`src/rtl/cla_pkg.sv`:
```
package cla_pkg;
  localparam int unsigned GRP = 4;
  typedef logic [GRP-1:0] grp_t;
endpackage

```
`src/rtl/add4_slice.sv`:
```
module add4_slice
  import cla_pkg::*;
(
  input  grp_t a,
  input  grp_t b,
  input  logic ci,
  output grp_t s,
  output logic g_n,
  output logic p_n
);
  logic c;
  logic gg;
  always_comb begin
    c  = ci;
    gg = 1'b0;
    s  = '0;
    for (int i = 0; i < GRP; i++) begin
      s[i] = a[i] ^ b[i] ^ c;
      c    = (a[i] & b[i]) | ((a[i] ^ b[i]) & c);
      gg   = (a[i] & b[i]) | ((a[i] ^ b[i]) & gg);
    end
    g_n = ~gg;
    p_n = ~(&(a ^ b));
  end
endmodule

```
`src/rtl/cla4_gen.sv`:
```
module cla4_gen
  import cla_pkg::*;
(
  input  grp_t g_n,
  input  grp_t p_n,
  input  logic cin,
  output logic c1,
  output logic c2,
  output logic c3,
  output logic bg_n,
  output logic bp_n
);
  grp_t g, p;
  always_comb begin
    g    = ~g_n;
    p    = ~p_n;
    c1   = g[0] | (p[0] & cin);
    c2   = g[1] | (p[1] & g[0]) | (p[1] & p[0] & cin);
    c3   = g[2] | (p[2] & g[1]) | (p[2] & p[1] & g[0]) | (p[2] & p[1] & p[0] & cin);
    bg_n = ~(g[3] | (p[3] & g[2]) | (p[3] & p[2] & g[1]) | (p[3] & p[2] & p[1] & g[0]));
    bp_n = ~(&p);
  end
endmodule

```
`src/rtl/lookahead_adder.sv`:
```
module lookahead_adder
  import cla_pkg::*;
#(
  parameter int unsigned WIDTH     = 16,
  parameter bit          TWO_LEVEL = 1'b0
) (
  input  logic [WIDTH-1:0] a,
  input  logic [WIDTH-1:0] b,
  input  logic             cin,
  output logic [WIDTH-1:0] sum,
  output logic             cout
);
  localparam int unsigned NSLICE = WIDTH / GRP;
  localparam int unsigned NUNIT  = (NSLICE + GRP - 1) / GRP;
  localparam int unsigned NPAD   = NUNIT * GRP;
  localparam bit          USE2   = TWO_LEVEL && (NUNIT > 1) && (NUNIT <= GRP);

  logic [NPAD-1:0]  sl_g_n, sl_p_n, sl_c;
  logic [NUNIT-1:0] ubg_n, ubp_n;
  logic [NUNIT:0]   ucin;

  assign ucin[0] = cin;

  for (genvar i = 0; i < NPAD; i++) begin : g_slice
    if (i < NSLICE) begin : g_real
      add4_slice slice_i (
        .a  (a[i*GRP +: GRP]),
        .b  (b[i*GRP +: GRP]),
        .ci (sl_c[i]),
        .s  (sum[i*GRP +: GRP]),
        .g_n(sl_g_n[i]),
        .p_n(sl_p_n[i])
      );
    end else begin : g_pad
      assign sl_g_n[i] = 1'b1;
      assign sl_p_n[i] = 1'b0;
    end
  end

  for (genvar u = 0; u < NUNIT; u++) begin : g_unit
    assign sl_c[u*GRP] = ucin[u];
    cla4_gen unit_i (
      .g_n (sl_g_n[u*GRP +: GRP]),
      .p_n (sl_p_n[u*GRP +: GRP]),
      .cin (ucin[u]),
      .c1  (sl_c[u*GRP+1]),
      .c2  (sl_c[u*GRP+2]),
      .c3  (sl_c[u*GRP+3]),
      .bg_n(ubg_n[u]),
      .bp_n(ubp_n[u])
    );
  end

  if (USE2) begin : g_level2
    grp_t up_g_n, up_p_n;
    logic [GRP-1:0] up_c;
    logic up_bg_n, up_bp_n;
    for (genvar j = 0; j < GRP; j++) begin : g_in
      if (j < NUNIT) begin : g_use
        assign up_g_n[j] = ubg_n[j];
        assign up_p_n[j] = ubp_n[j];
      end else begin : g_fill
        assign up_g_n[j] = 1'b1;
        assign up_p_n[j] = 1'b0;
      end
    end
    assign up_c[0] = cin;
    cla4_gen top_unit_i (
      .g_n (up_g_n),
      .p_n (up_p_n),
      .cin (cin),
      .c1  (up_c[1]),
      .c2  (up_c[2]),
      .c3  (up_c[3]),
      .bg_n(up_bg_n),
      .bp_n(up_bp_n)
    );
    for (genvar u = 1; u < NUNIT; u++) begin : g_carry
      assign ucin[u] = up_c[u];
    end
    assign ucin[NUNIT] = ~up_bg_n | (~up_bp_n & cin);
  end else begin : g_ripple
    for (genvar u = 0; u < NUNIT; u++) begin : g_carry
      assign ucin[u+1] = ~ubg_n[u] | (~ubp_n[u] & ucin[u]);
    end
  end

  assign cout = ucin[NUNIT];
endmodule

```
`config.mk`:
```
export PLATFORM = sky130hd
export DESIGN_NAME = lookahead_adder
export DESIGN_NICKNAME = d
export VERILOG_FILES = /design/src/rtl/cla_pkg.sv /design/src/rtl/add4_slice.sv /design/src/rtl/cla4_gen.sv /design/src/rtl/lookahead_adder.sv
export SDC_FILE = /design/constraint.sdc
export NUM_CORES = 1
export LEC_CHECK = 0
export BUFFER_PORTS_ARGS = -buffer_cell sky130_fd_sc_hd__buf_4
export CAP_MARGIN = 0
export CORE_MARGIN = 1.5
export CORE_UTILIZATION = 46
export DETAILED_ROUTE_END_ITERATION = 16
export PLACE_DENSITY = 0.95
export SLEW_MARGIN = 20
export SYNTH_ARGS = -nofsm -noshare
export SYNTH_HDL_FRONTEND = slang
export SYNTH_SLANG_ARGS = --single-unit
```
`constraint.sdc`:
```
create_clock -name vclk -period 6.6
set_input_delay 0.66 -clock vclk [all_inputs]
set_output_delay 0.66 -clock vclk [all_outputs]
set_load 0.05 [all_outputs]
```
==> metrics.log <==
INFO  metric status = completed
INFO  metric internal_power = 60.50 uW
INFO  metric synth_top_area_share = 37.43%
INFO  metric setup_violations = 0
INFO  metric cp_data_arrival_time = roughly 3.5 ns
INFO  metric hold_viol = 0
INFO  metric detailedPlacementHpwl = about 1700 um
INFO  metric initial_utilization = between 40% and 50%
INFO  metric chipWidth = approximately 40 um
INFO  metric pwr_density_cell = between 150 and 200 nW/um2
INFO  metric dieArea = approximately 1600 um2
INFO  metric seq_cells = 0
INFO  metric total_leakage_power = between 0.0005 and 0.0006 uW
INFO  metric gr-usage-all-layers = approximately a quarter
INFO  metric grt_pass1_wl = 2601 um
INFO  metric detail_route.wirelength = 1727 um
INFO  metric post-synth-top-count-cell = ha_1
INFO  metric post_route_cells_drive_above_1_share = 47.27%
INFO  metric residual_drc = 0
INFO  metric cts-resized-gates = 0
INFO  metric post_synth_num_cell_types = 17
INFO  metric sequential_cell_area = 0 um2
INFO  metric hold_ws = 1.753 ns
INFO  metric core_region_area = around 1300 um2
INFO  metric placement.io_buffers = 50
INFO  metric hold_buffers = 0
INFO  metric std_cell_rows = 13
INFO  metric global_placer_s_final_weighted_congestion = between 0.7 and 0.8
INFO  metric post_synth_most_frequent_cells = 16 x ha_1, 12 x fa_1, 5 x inv_1, 4 x o21ai_0, 4 x xor2_1
INFO  metric power.sequential.fraction = 0%
INFO  metric cp_data_required_time = just under 6 ns
INFO  metric drt-vias-per-instance = approximately 5.6
INFO  metric clock_buffer_count = 0
INFO  metric final_core_util = 79.62%
INFO  metric setup-tns-final = 0 ns
INFO  metric fillerInstances = 89
INFO  metric first_global_vias = 704
INFO  metric synth_seq_area_share = 0%
INFO  metric yosysWarningCount = 0
INFO  metric synth_cell_area = approximately 640 um2
INFO  metric detailroute.via_count = between 600 and 700
INFO  metric setup_repair_after_global_routing_missed_its_margin = no
INFO  metric min_from = b[2]
INFO  metric die_height = between 40 and 50 um
INFO  metric endpoint_kind = output pin
INFO  metric timing.final.crit_share = between 60% and 70%
INFO  metric timing.max_cap.violations = 0
INFO  metric num-nets-final = between 150 and 200
INFO  metric worst_case_hold_path_end_point = sum[2]
INFO  metric initial_drt_pass_iterations = 4
INFO  metric num_antenna_cells = 0
INFO  metric p_switching = roughly 110 uW
INFO  metric crit_type = in -> out
INFO  metric post-synth-top-area-cell = fa_1
INFO  metric slew_headroom = around 82%
INFO  metric p_comb_share = between 90% and 100%
INFO  metric net_count_of_the_mapped_netlist = 121
INFO  metric synth_cells = 60
INFO  metric startpoint_type = input port
INFO  metric grt_antenna_before_repair = 0
INFO  metric worst_ir_drop_vdd = 0.1301 mV
INFO  metric detail_route.wl_per_cell = ~14 um
INFO  metric multi_input_combinational_cell_area = 619.3 um2
INFO  metric power.share.switching = 65.33%
INFO  metric flow.area_growth_from_synthesis = 61.40%
INFO  metric drt_iter0_drc = 6
INFO  metric io-pin-count = 50
INFO  metric grt_max_degree = 5
INFO  metric postCtsSetupBuffers = 0
INFO  metric finalCriticalPeriod = 4.203 ns
INFO  metric drt.antenna.violating_nets = 0
INFO  metric slew_viol_final = 0
INFO  metric netlist_top_cells_area = fa_1 37%, ha_1 31%, xor2_1 5.5%
INFO  metric pwr-share-clk = 0%
INFO  metric whs_path_depth = 3
INFO  metric globalRoute.totalOverflow = 0
INFO  metric path_max_fanout = 2
INFO  metric syn_avg_cell_area = 10.70 um2
INFO  metric tightest_slew = approximately 0.27 ns
INFO  metric hold_class = in -> out
INFO  metric fmax = about 240 MHz
worst max-delay path, cell delays in order:
cell and delay [ns]:
buf_4 0.12, ha_1 0.29, and3_1 0.16, a31oi_1 0.16, o21ai_1 0.13, a211oi_2 0.25, inv_2 0.07, a21o_1 0.18
fa_1 0.39, fa_1 0.40, fa_1 0.38, xor2_1 0.14, buf_4 0.21
layer usage:
layer  GRT usage, %  wire length (um)  vias up
li1               -                 -      319
met1          20.14               519      327
met2          51.19               997       41
met3          1.111               117        8
met4          10.83                93        0
met5              0                 0        -
cells in the final DEF, fill, tap and decap left out, drive strengths merged:
master / n
buf: 50
a31oi: 1
nand2: 2
a211oi: 3
ha: 16
and4: 3
fa: 12
o21ai: 5
xor2: 4
a21o: 3
nor2: 1
a221oi: 1
a21oi: 2
and3: 1
inv: 6
layout make-up:
class	instances	area share, %
Timing Repair Buffer	50	36.23
Tap cell	15	1.812
Multi-Input combinational cell	54	59.78
Inverter	6	2.174
power by group through the flow:
stage	sequential [uW]	clock (uW)	combinational, uW
after CTS	0	0	176
after detailed placement	0	0	176
after global placement	0	0	171
after floorplan	0	0	124
after global routing	0	0	188
final	0	0	175
metrics by stage:
stage	power (uW)	area, um2	worst slack [ns]	std cells
floorplan	124.1	641.9	2.256	60
detailed placement	175.5	1036	2.396	125
global placement	171.0	1036	2.490	125
global route	188.2	1036	2.208	125
finish	174.5	1036	2.397	125
CTS	176.2	1036	2.386	125
how the worst max path moves through the flow:
stage	from	to	slack, ns	cells past startpoint
after detailed placement	a[2]	sum[15]	2.40	13
after CTS	a[2]	sum[15]	2.39	13
after floorplan	a[2]	sum[15]	2.26	11
after global placement	a[2]	sum[15]	2.49	13
final	a[2]	sum[15]	2.40	13
after global routing	a[2]	sum[15]	2.21	13
cells by family after synthesis:
kind of cell,Yosys count,share of synthesized area (%)
xor+xnor,4,5.458
compound gates,15,15.59
buf+inv,6,3.509
simple gates,7,6.824
fa+ha+maj,28,68.62
No activity file was read; power rests on OpenSTA's default activity.
